## config.mk

```make
export PLATFORM = sky130hd
export DESIGN_NAME = can_rx_filter_fifo
export DESIGN_NICKNAME = d
export VERILOG_FILES = /design/src/rtl/rxff_pkg.sv /design/src/rtl/rxff_datapath.sv /design/src/rtl/rxff_ctrl.sv /design/src/rtl/can_rx_filter_fifo.sv
export SDC_FILE = /design/constraint.sdc
export NUM_CORES = 1
export LEC_CHECK = 0
export BUFFER_PORTS_ARGS = -buffer_cell sky130_fd_sc_hd__buf_2
export CORE_UTILIZATION = 25
export CTS_BUF_LIST = sky130_fd_sc_hd__clkbuf_8
export CTS_CLUSTER_DIAMETER = 100
export DETAILED_ROUTE_END_ITERATION = 6
export SYNTH_ARGS = -nofsm -noshare
export SYNTH_HDL_FRONTEND = slang
export SYNTH_HIERARCHICAL = 1
export SYNTH_SLANG_ARGS = --single-unit
```

## constraint.sdc

```tcl
create_clock -name clk -period 17.8 [get_ports clk]
set_clock_uncertainty 0.15 [all_clocks]
set_input_delay 3.56 -clock clk [delete_from_list [all_inputs] [get_ports clk]]
set_output_delay 3.56 -clock clk [all_outputs]
set_load 0.01 [all_outputs]
```

## src/rtl/rxff_pkg.sv

```systemverilog
package rxff_pkg;
  localparam int ID_W   = 29;
  localparam int STD_W  = 11;
  localparam int DLC_W  = 4;
  localparam int DATA_W = 64;

  typedef enum logic [1:0] {
    FLT_MASK   = 2'd0,
    FLT_SINGLE = 2'd1,
    FLT_DUAL   = 2'd2,
    FLT_RANGE  = 2'd3
  } fltKind_e;

  typedef struct packed {
    logic             valid;
    fltKind_e         kind;
    logic             ext;
    logic [ID_W-1:0]  idA;
    logic [ID_W-1:0]  idB;
  } fltRow_t;

  typedef struct packed {
    logic [ID_W-1:0]   id;
    logic              ext;
    logic [DLC_W-1:0]  dlc;
    logic [DATA_W-1:0] data;
  } rxFrame_t;

  // strobes from control to datapath
  typedef struct packed {
    logic push;       // store incoming frame at write pointer
    logic pop;        // host removes head
    logic overwrite;  // full and pushing without pop: drop oldest
  } fifoStb_t;

  function automatic logic [ID_W-1:0] normId(input logic [ID_W-1:0] id, input logic ext);
    return ext ? id : {{(ID_W-STD_W){1'b0}}, id[STD_W-1:0]};
  endfunction
endpackage

```

## src/rtl/rxff_datapath.sv

```systemverilog
module rxff_datapath
  import rxff_pkg::*;
#(
  parameter int DEPTH = 6,
  parameter int ROWS  = 4,
  parameter int PW    = (DEPTH > 1) ? $clog2(DEPTH) : 1,
  parameter int RIW   = (ROWS > 1) ? $clog2(ROWS) : 1
) (
  input  logic              clk,
  input  logic              rstN,
  input  logic              fltWrEn,
  input  logic [RIW-1:0]    fltWrRow,
  input  logic              fltWrValid,
  input  logic [1:0]        fltWrType,
  input  logic              fltWrExt,
  input  logic [ID_W-1:0]   fltWrIdA,
  input  logic [ID_W-1:0]   fltWrIdB,
  input  rxFrame_t          frmIn,
  input  fifoStb_t          stb,
  output logic              matchHit,
  output rxFrame_t          headFrame,
  output logic [RIW-1:0]    headRow
);
  fltRow_t          rows [ROWS];
  logic [ROWS-1:0]  hitVec;
  logic [RIW-1:0]   matchIdx;
  logic [ID_W-1:0]  key;

  rxFrame_t         frameMem [DEPTH];
  logic [RIW-1:0]   rowMem   [DEPTH];
  logic [PW-1:0]    wrPtr, rdPtr;

  function automatic logic [PW-1:0] bump(input logic [PW-1:0] p);
    return (p == PW'(DEPTH - 1)) ? '0 : p + 1'b1;
  endfunction

  // filter table storage
  always_ff @(posedge clk) begin
    if (!rstN) begin
      for (int r = 0; r < ROWS; r++) rows[r] <= '0;
    end else if (fltWrEn && (int'(fltWrRow) < ROWS)) begin
      rows[fltWrRow].valid <= fltWrValid;
      rows[fltWrRow].kind  <= fltKind_e'(fltWrType);
      rows[fltWrRow].ext   <= fltWrExt;
      rows[fltWrRow].idA   <= normId(fltWrIdA, fltWrExt);
      rows[fltWrRow].idB   <= normId(fltWrIdB, fltWrExt);
    end
  end

  assign key = normId(frmIn.id, frmIn.ext);

  // per-row comparators
  for (genvar r = 0; r < ROWS; r++) begin : g_row
    logic kindHit;
    always_comb begin
      unique case (rows[r].kind)
        FLT_MASK:   kindHit = ((key ^ rows[r].idA) & rows[r].idB) == '0;
        FLT_SINGLE: kindHit = (key == rows[r].idA);
        FLT_DUAL:   kindHit = (key == rows[r].idA) || (key == rows[r].idB);
        FLT_RANGE:  kindHit = (key >= rows[r].idA) && (key <= rows[r].idB);
        default:    kindHit = 1'b0;
      endcase
    end
    assign hitVec[r] = rows[r].valid && (rows[r].ext == frmIn.ext) && kindHit;
  end

  // lowest index wins
  always_comb begin
    matchIdx = '0;
    for (int r = ROWS - 1; r >= 0; r--) begin
      if (hitVec[r]) matchIdx = RIW'(r);
    end
  end
  assign matchHit = |hitVec;

  // queue storage and pointers
  always_ff @(posedge clk) begin
    if (stb.push) begin
      frameMem[wrPtr] <= frmIn;
      rowMem[wrPtr]   <= matchIdx;
    end
  end

  always_ff @(posedge clk) begin
    if (!rstN) begin
      wrPtr <= '0;
      rdPtr <= '0;
    end else begin
      if (stb.push) wrPtr <= bump(wrPtr);
      if (stb.pop || stb.overwrite) rdPtr <= bump(rdPtr);
    end
  end

  assign headFrame = frameMem[rdPtr];
  assign headRow   = rowMem[rdPtr];

  AST_LOWEST_ROW: assert property (@(posedge clk) disable iff (!rstN)
    matchHit |-> (hitVec[matchIdx] && ((hitVec & ~({ROWS{1'b1}} << matchIdx)) == '0)));
  AST_OVERWRITE_PTRS: assert property (@(posedge clk) disable iff (!rstN)
    stb.overwrite |-> (wrPtr == rdPtr));
endmodule

```

## src/rtl/rxff_ctrl.sv

```systemverilog
module rxff_ctrl
  import rxff_pkg::*;
#(
  parameter int DEPTH = 6,
  parameter int CW    = $clog2(DEPTH + 1)
) (
  input  logic          clk,
  input  logic          rstN,
  input  logic          frmValid,
  input  logic          matchHit,
  input  logic          rdPop,
  input  logic [CW-1:0] wmThresh,
  input  logic          wmClr,
  input  logic          ovfClr,
  output fifoStb_t      stb,
  output logic [CW-1:0] count,
  output logic          wmFlag,
  output logic          ovfFlag
);
  logic          accept, full, empty, popOk, ovfEvent;
  logic [CW-1:0] countNext;

  assign accept   = frmValid && matchHit;
  assign full     = (count == CW'(DEPTH));
  assign empty    = (count == '0);
  assign popOk    = rdPop && !empty;
  assign ovfEvent = accept && full && !popOk;

  assign stb.push      = accept;
  assign stb.pop       = popOk;
  assign stb.overwrite = ovfEvent;

  always_comb begin
    countNext = count;
    if (accept && !popOk && !full) countNext = count + 1'b1;
    else if (popOk && !accept)     countNext = count - 1'b1;
  end

  always_ff @(posedge clk) begin
    if (!rstN) begin
      count   <= '0;
      wmFlag  <= 1'b0;
      ovfFlag <= 1'b0;
    end else begin
      count   <= countNext;
      wmFlag  <= (wmFlag && !wmClr) || (countNext >= wmThresh);
      ovfFlag <= (ovfFlag && !ovfClr) || ovfEvent;
    end
  end

  AST_COUNT_BOUND: assert property (@(posedge clk) disable iff (!rstN)
    count <= CW'(DEPTH));
  AST_OVF_STAYS_FULL: assert property (@(posedge clk) disable iff (!rstN)
    (accept && full && !popOk) |=> (count == CW'(DEPTH) && ovfFlag));
  AST_SWAP_WHEN_FULL: assert property (@(posedge clk) disable iff (!rstN)
    (accept && full && popOk) |=> (count == CW'(DEPTH) && ovfFlag == $past(ovfFlag && !ovfClr)));
  AST_EMPTY_POP: assert property (@(posedge clk) disable iff (!rstN)
    (empty && rdPop && !accept) |=> (count == '0));
  AST_DROP_NOMATCH: assert property (@(posedge clk) disable iff (!rstN)
    (frmValid && !matchHit && !rdPop) |=> (count == $past(count)));
endmodule

```

## src/rtl/can_rx_filter_fifo.sv

```systemverilog
module can_rx_filter_fifo
  import rxff_pkg::*;
#(
  parameter int DEPTH = 6,
  parameter int ROWS  = 4,
  parameter int RIW   = (ROWS > 1) ? $clog2(ROWS) : 1,
  parameter int CW    = $clog2(DEPTH + 1)
) (
  input  logic              clk,
  input  logic              rstN,
  input  logic              fltWrEn,
  input  logic [RIW-1:0]    fltWrRow,
  input  logic              fltWrValid,
  input  logic [1:0]        fltWrType,
  input  logic              fltWrExt,
  input  logic [ID_W-1:0]   fltWrIdA,
  input  logic [ID_W-1:0]   fltWrIdB,
  input  logic              frmValid,
  input  logic [ID_W-1:0]   frmId,
  input  logic              frmExt,
  input  logic [DLC_W-1:0]  frmDlc,
  input  logic [DATA_W-1:0] frmData,
  input  logic              rdPop,
  output logic              rdValid,
  output logic [ID_W-1:0]   rdId,
  output logic              rdExt,
  output logic [DLC_W-1:0]  rdDlc,
  output logic [DATA_W-1:0] rdData,
  output logic [RIW-1:0]    rdRow,
  output logic [CW-1:0]     fillLevel,
  input  logic [CW-1:0]     wmThresh,
  output logic              wmFlag,
  input  logic              wmClr,
  output logic              ovfFlag,
  input  logic              ovfClr
);
  fifoStb_t stb;
  logic     matchHit;
  rxFrame_t frmIn, headFrame;

  assign frmIn = '{id: frmId, ext: frmExt, dlc: frmDlc, data: frmData};

  rxff_ctrl #(.DEPTH(DEPTH), .CW(CW)) ctrl_i (
    .clk(clk), .rstN(rstN), .frmValid(frmValid), .matchHit(matchHit),
    .rdPop(rdPop), .wmThresh(wmThresh), .wmClr(wmClr), .ovfClr(ovfClr),
    .stb(stb), .count(fillLevel), .wmFlag(wmFlag), .ovfFlag(ovfFlag)
  );

  rxff_datapath #(.DEPTH(DEPTH), .ROWS(ROWS), .RIW(RIW)) dp_i (
    .clk(clk), .rstN(rstN), .fltWrEn(fltWrEn), .fltWrRow(fltWrRow),
    .fltWrValid(fltWrValid), .fltWrType(fltWrType), .fltWrExt(fltWrExt),
    .fltWrIdA(fltWrIdA), .fltWrIdB(fltWrIdB), .frmIn(frmIn), .stb(stb),
    .matchHit(matchHit), .headFrame(headFrame), .headRow(rdRow)
  );

  assign rdValid = (fillLevel != '0);
  assign rdId    = headFrame.id;
  assign rdExt   = headFrame.ext;
  assign rdDlc   = headFrame.dlc;
  assign rdData  = headFrame.data;
endmodule

```

==> results.sh, run 1 <==
export IMPL_status="complete, no violations"
export IMPL_antenna_left=0
export IMPL_wire_per_inst_um=22.7
export IMPL_critical_path_peak_fanout=57
export IMPL_clkSinkCount=862
export IMPL_drt_iter0_markers=2173
export IMPL_final_util_pct=29.3
export IMPL_initial_utilization_pct=25.2
export IMPL_first_pass_iters=5
export IMPL_layout_drive_gt1_share_pct=19.2
export IMPL_synth_compound_area_share_pct=6.28
export IMPL_vias_per_cell=4.66
export IMPL_yosysUniqueCellTypes=85
export IMPL_io_buffers=277
export IMPL_hold_path_class="flop to flop"
export IMPL_track_usage_pct=14.7
export IMPL_synthSimpleGateAreaFrac_pct=8.70
export IMPL_fin_crit_ps=9400
export IMPL_cts_root_buf="clkbuf_8"
export IMPL_fill_cells=15800
export IMPL_cts_hold_buf=0
export IMPL_synth_edf_count=848
export IMPL_synth_seq_cells=862
export IMPL_antenna_found_initial=25
export IMPL_cts_resized=0
export IMPL_syn_avg_cell_area_um2=14.3
export IMPL_drc=0
export IMPL_crit_type="input pin to flop"
export IMPL_yosysSeqAreaShare_pct=65.1
export IMPL_grt_pass1_wl_um=170000
export IMPL_irDropWorstVdd_mv=0.0665
export IMPL_drt_total_wl_um=120000
export IMPL_design_power_total_w=0.00494
export IMPL_worst_ep_arrival_time_ps=9670
export IMPL_coreArea_um2=157000
export IMPL_p_per_area_nw_per_um2=108
export IMPL_num_rows=145
export IMPL_cap_violations=0
export IMPL_syn_inst=2770
export IMPL_die_w_um=400
export IMPL_fin_setup_tns_ps=0
export IMPL_die_h_um=400
export IMPL_worst_pin_slew_ps=1140
export IMPL_syn_nets=3161
export IMPL_area_growth_synth_to_final_pct=16.1
export IMPL_clk_pin_slew_ps=60
export IMPL_synthMuxAreaShare_pct=8.26
export IMPL_grt_pass1_vias=24300
export IMPL_cts_tree="done"
export IMPL_synth_top_flop_cell="edfxtp_1"
export IMPL_dieArea_um2=160000
export IMPL_clock_fmax_ghz=0.106
export IMPL_synth_warnings=6
export IMPL_setup_viol=0
export IMPL_place_gp_congestion=0.986
export IMPL_final_common_cell="edfxtp_1"
export IMPL_cts_setup_buffers=0
export IMPL_synth_top_family_by_area="simple AND/OR/NAND/NOR gates"
export IMPL_final_nets=3509
export IMPL_cp_required_ps=18070
export IMPL_hold_viol_final=0
export IMPL_crit_path_end_kind="flop"
export IMPL_async_flop_share_pct=0
export IMPL_htree_num_levels=4
export IMPL_io_pins=278
export IMPL_clk_path_buf_depth=3
export IMPL_synth_cell_area_um2=39500
export IMPL_rsz0062_at_grt="false"
export IMPL_layout_common_cells="edfxtp_1 (848), inv_1 (321), buf_2 (277)"
export IMPL_leakagePower_nw=17.1
export IMPL_clk_latency_ps=830
export IMPL_overflow=0
export IMPL_slew_headroom_pct=23.7
export IMPL_grt_start_max_net_pins=83
export IMPL_cts_inserted_buffers=139
export IMPL_drv_slew=0
export IMPL_hpwl_um=85600
export IMPL_dr_total_vias=24600
export IMPL_fin_crit_sh_pct=52.8
export IMPL_worstSetupStartpointType="input pin"
export IMPL_synth_xor_area_share_pct=0.731
export IMPL_synthAdderAreaFrac_pct=7.14
-- per-stage QoR --
stage          std cells  cell area, µm²  setup slack (ps)  hold slack [ps]
2_1_floorplan       2770           39500              2740              314
3_5_place_dp        5035           43300              7500              329
6_report            5282           45900              8400              346
3_3_place_gp        5035           43300              7640              325
4_1_cts             5270           45900              8380              345
5_1_grt             5273           45900              8050              380
-- power by group --
group	switching (W)	total [W]	leakage [nW]	internal (W)
Clock	0.000808	0.00159	1.45	0.000780
Combinational	0.000591	0.000999	7.73	0.000409
Sequential	0.0000515	0.00236	7.95	0.00230
Total	0.00145	0.00494	17.1	0.00349
-- layer usage --
layer / wire length, µm / global-route usage (%)
met1: 52400 / 20.2
met2: 54700 / 23.0
met5: 19 / 0
met4: 3160 / 4.80
met3: 9460 / 3.25
-- sequential cells by signal (all words and copies together), names as in the netlist, named ones only --
name and cells:
ctrl_i/count 3, ctrl_i/ovfFlag 1, ctrl_i/wmFlag 1, dp_i/frameMem 588, dp_i/rdPtr 3, dp_i/rowMem 12
dp_i/rows 248, dp_i/wrPtr 3
-- cell usage after synthesis, types with 46 or more instances --
cell      count  area (µm²)
nand2_1      84         315
nor2_1      248         931
edfxtp_1    848       25500
mux4_2      100        2250
and2_1       66         413
ha_1        219        2740
a21oi_1     172         861
clkbuf_1     46         173
mux2i_1     101        1010
nand2b_1     53         332
and3_1       53         332
inv_1       275        1030
-- path summary, 6_finish.rpt --
path	from	endpoint	slack, ps	depth (start not counted)
setup / recovery	frmExt	dp_i/frameMem[5][64]	8400	18
hold / removal	ctrl_i/ovfFlag	ctrl_i/ovfFlag	350	2
setup reg to reg	dp_i/rows[1][18]	dp_i/frameMem[5][64]	11910	16
hold reg to reg	ctrl_i/ovfFlag	ctrl_i/ovfFlag	350	2
-- cell families (layout without fill, tap and decap cells) --
logic type,after synthesis,count (layout)
buffers and inverters,379,821
and+or+nand+nor,673,673
adders and majority gates,227,227
other,0,12
muxes,201,201
DFF,862,862
xor gates and xnor gates,33,33
AOI/OAI and AO/OA,395,395
-- worst max-delay path, stage by stage --
cell and delay [ps]:
buf_2 140, buf_4 540, and2_1 540, ha_1 320
and4_1 240, and2_1 160, nand4_1 260, nor4b_1 480
a211oi_1 130, a211o_1 390, nand2_1 90, or3b_2 190
nand2_2 120, inv_2 170, nand2_1 210, nor2_4 800
buf_4 520, buf_4 680
-- cell type report --
cell class	instances	area (µm²)	area share [%]
Multi-Input combinational cell	1529	12400	26.9
Tap cell	2058	2570	5.61
Sequential cell	862	25800	56.1
Inverter	279	1050	2.28
Timing Repair Buffer	307	1610	3.51
Clock buffer	141	1940	4.23
Clock inverter	94	572	1.25
Antenna cell	12	30.0	0.0654
Power figures use the tool's default switching activity.
==> inputs of run 2 (changes only) <==
- clock period: 17.8 -> 8.7 ns (I/O delays scaled with it)
==> run 2 against run 1 <==
The run now ends with DRC left; routed wire length shrank 0.98%; total power grew 110%; count of clock-buffer cells in the layout grew 4; flip-flop and latch count is the same; via count shrank 0.22%; non-clock buffer count grew 6; sequential share of layout area shrank 0.29 points; worst setup slack lost 6300 ps; design area grew 0.52%; final cell count grew 0.27%; global-route usage shrank 0.16 points; critical path type unchanged; critical endpoint is now dp_i/frameMem[2][24]; largest cell class unchanged.
==> results.sh, run 2 (synthesized netlist as in run 1, its figures left out) <==
export IMPL_status="complete, but fails checks"
export IMPL_violations="DRC"
export IMPL_coreArea_um2=157000
export IMPL_multi_input_area_um2=12400
export IMPL_rsz0062_at_grt="false"
export IMPL_worst_ep_arrival_time_ps=6870
export IMPL_io_pins=278
export IMPL_dieArea_um2=160000
export IMPL_track_usage_pct=14.6
export IMPL_layout_drive_gt1_share_pct=19.6
export IMPL_ff2ff_path_depth=15
export IMPL_clkSinkCount=862
export IMPL_grt_pass1_vias=24400
export IMPL_drc=5
export IMPL_initial_utilization_pct=25.2
export IMPL_antenna_left=0
export IMPL_largest_register_ffs=588
export IMPL_final_common_cell="edfxtp_1"
export IMPL_cts_resized=0
export IMPL_design_power_total_w=0.0102
export IMPL_hpwl_um=85000
export IMPL_hold_path_class="flop to flop"
export IMPL_clk_path_buf_depth=3
export IMPL_die_w_um=400
export IMPL_stdcell_area_um2=46100
export IMPL_num_rows=145
export IMPL_clk_latency_ps=840
export IMPL_final_util_pct=29.5
export IMPL_htree_num_levels=4
export IMPL_fin_setup_tns_ps=0
export IMPL_final_nets=3520
export IMPL_clk_pin_slew_ps=60
export IMPL_worstSetupStartpointType="input pin"
export IMPL_critical_path_peak_fanout=30
export IMPL_largestRegisters="dp_i/frameMem (588), dp_i/rows (248), dp_i/rowMem (12)"
export IMPL_drv_slew=0
export IMPL_fin_crit_sh_pct=75.5
export IMPL_fill_cells=15700
export IMPL_overflow=0
export IMPL_crit_path_end_kind="flop"
export IMPL_hold_viol_final=0
export IMPL_dr_total_vias=24600
export IMPL_cts_inserted_buffers=144
export IMPL_cts_tree="done"
export IMPL_fin_crit_ps=6570
export IMPL_slew_headroom_pct=34.3
export IMPL_cts_setup_buffers=0
export IMPL_regArea_um2=25800
export IMPL_worst_pin_slew_ps=985
export IMPL_cp_required_ps=9000
export IMPL_vias_per_cell=4.64
export IMPL_antenna_found_initial=30
export IMPL_leakagePower_nw=17.2
export IMPL_area_growth_synth_to_final_pct=16.7
export IMPL_drt_total_wl_um=118000
export IMPL_grt_pass1_wl_um=168000
export IMPL_die_h_um=400
export IMPL_place_gp_congestion=0.975
export IMPL_first_pass_iters=7
export IMPL_grt_start_max_net_pins=83
export IMPL_cap_violations=0
export IMPL_post_place_ws_ps=1190
export IMPL_crit_type="input pin to flop"
export IMPL_p_per_area_nw_per_um2=221
export IMPL_drt_iter0_markers=2194
export IMPL_io_buffers=277
export IMPL_wire_per_inst_um=22.4
export IMPL_setup_viol=0
export IMPL_top_register="dp_i/frameMem"
export IMPL_layout_common_cells="edfxtp_1 (848), inv_1 (312), buf_2 (277)"
export IMPL_placed_area_um2=43500
export IMPL_worstHoldPathCells=2
export IMPL_clock_fmax_ghz=0.152
export IMPL_setup_slack_ps=2130
export IMPL_cts_hold_buf=0
export IMPL_cts_root_buf="clkbuf_8"
export IMPL_irDropWorstVdd_mv=0.130
-- run 2: cell type report --
type | instances | share of cell area (%)
clock inverters | 103 | 1.30
clock buffers | 145 | 4.33
repair buffers | 313 | 3.81
flip-flops and latches | 862 | 55.8
multi-input cells | 1529 | 26.8
well taps | 2058 | 5.58
diodes | 7 | 0.0380
inverters | 279 | 2.27
-- run 2: worst max-delay path: stages --
cell,delay [ps]
buf_2,490
buf_4,490
nand2_4,140
inv_2,200
ha_1,240
nand2b_1,240
o2111ai_1,210
nor4_1,370
and4_1,230
o311ai_0,110
a41oi_1,250
nand2_1,120
or3b_2,310
nand2_2,140
inv_2,200
nand2b_1,230
nor3b_4,560
buf_4,500
-- run 2: metal layers --
layer / vias up / GRT usage [%] / share of wire, %
met5: - / 0 / 0.062
met1: 12300 / 19.7 / 44
met3: 216 / 3.02 / 7.1
met4: 10 / 4.31 / 2.6
li1: 11100 / - / -
met2: 953 / 23.4 / 46
-- run 2: worst paths after layout --
path / slack [ps] / to / startpoint
max reg2reg: 3500 / dp_i/frameMem[2][24] / dp_i/rows[1][18]
min reg2reg: 350 / ctrl_i/ovfFlag / ctrl_i/ovfFlag
min: 350 / ctrl_i/ovfFlag / ctrl_i/ovfFlag
max: 2130 / dp_i/frameMem[2][24] / frmExt
-- run 2: report_power, final --
group	leakage, nW	internal, W	total, W	switching [W]
Combinational	7.77	0.000842	0.00205	0.00121
Clock	1.46	0.00164	0.00333	0.00170
Sequential	7.95	0.00471	0.00480	0.0000856
Total	17.2	0.00719	0.0102	0.00299
-- run 2: metrics by stage --
stage / hold slack (ps) / cells
2_1_floorplan: 314 / 2770
3_3_place_gp: 329 / 5041
3_5_place_dp: 339 / 5041
4_1_cts: 350 / 5289
5_1_grt: 372 / 5290
6_report: 346 / 5296
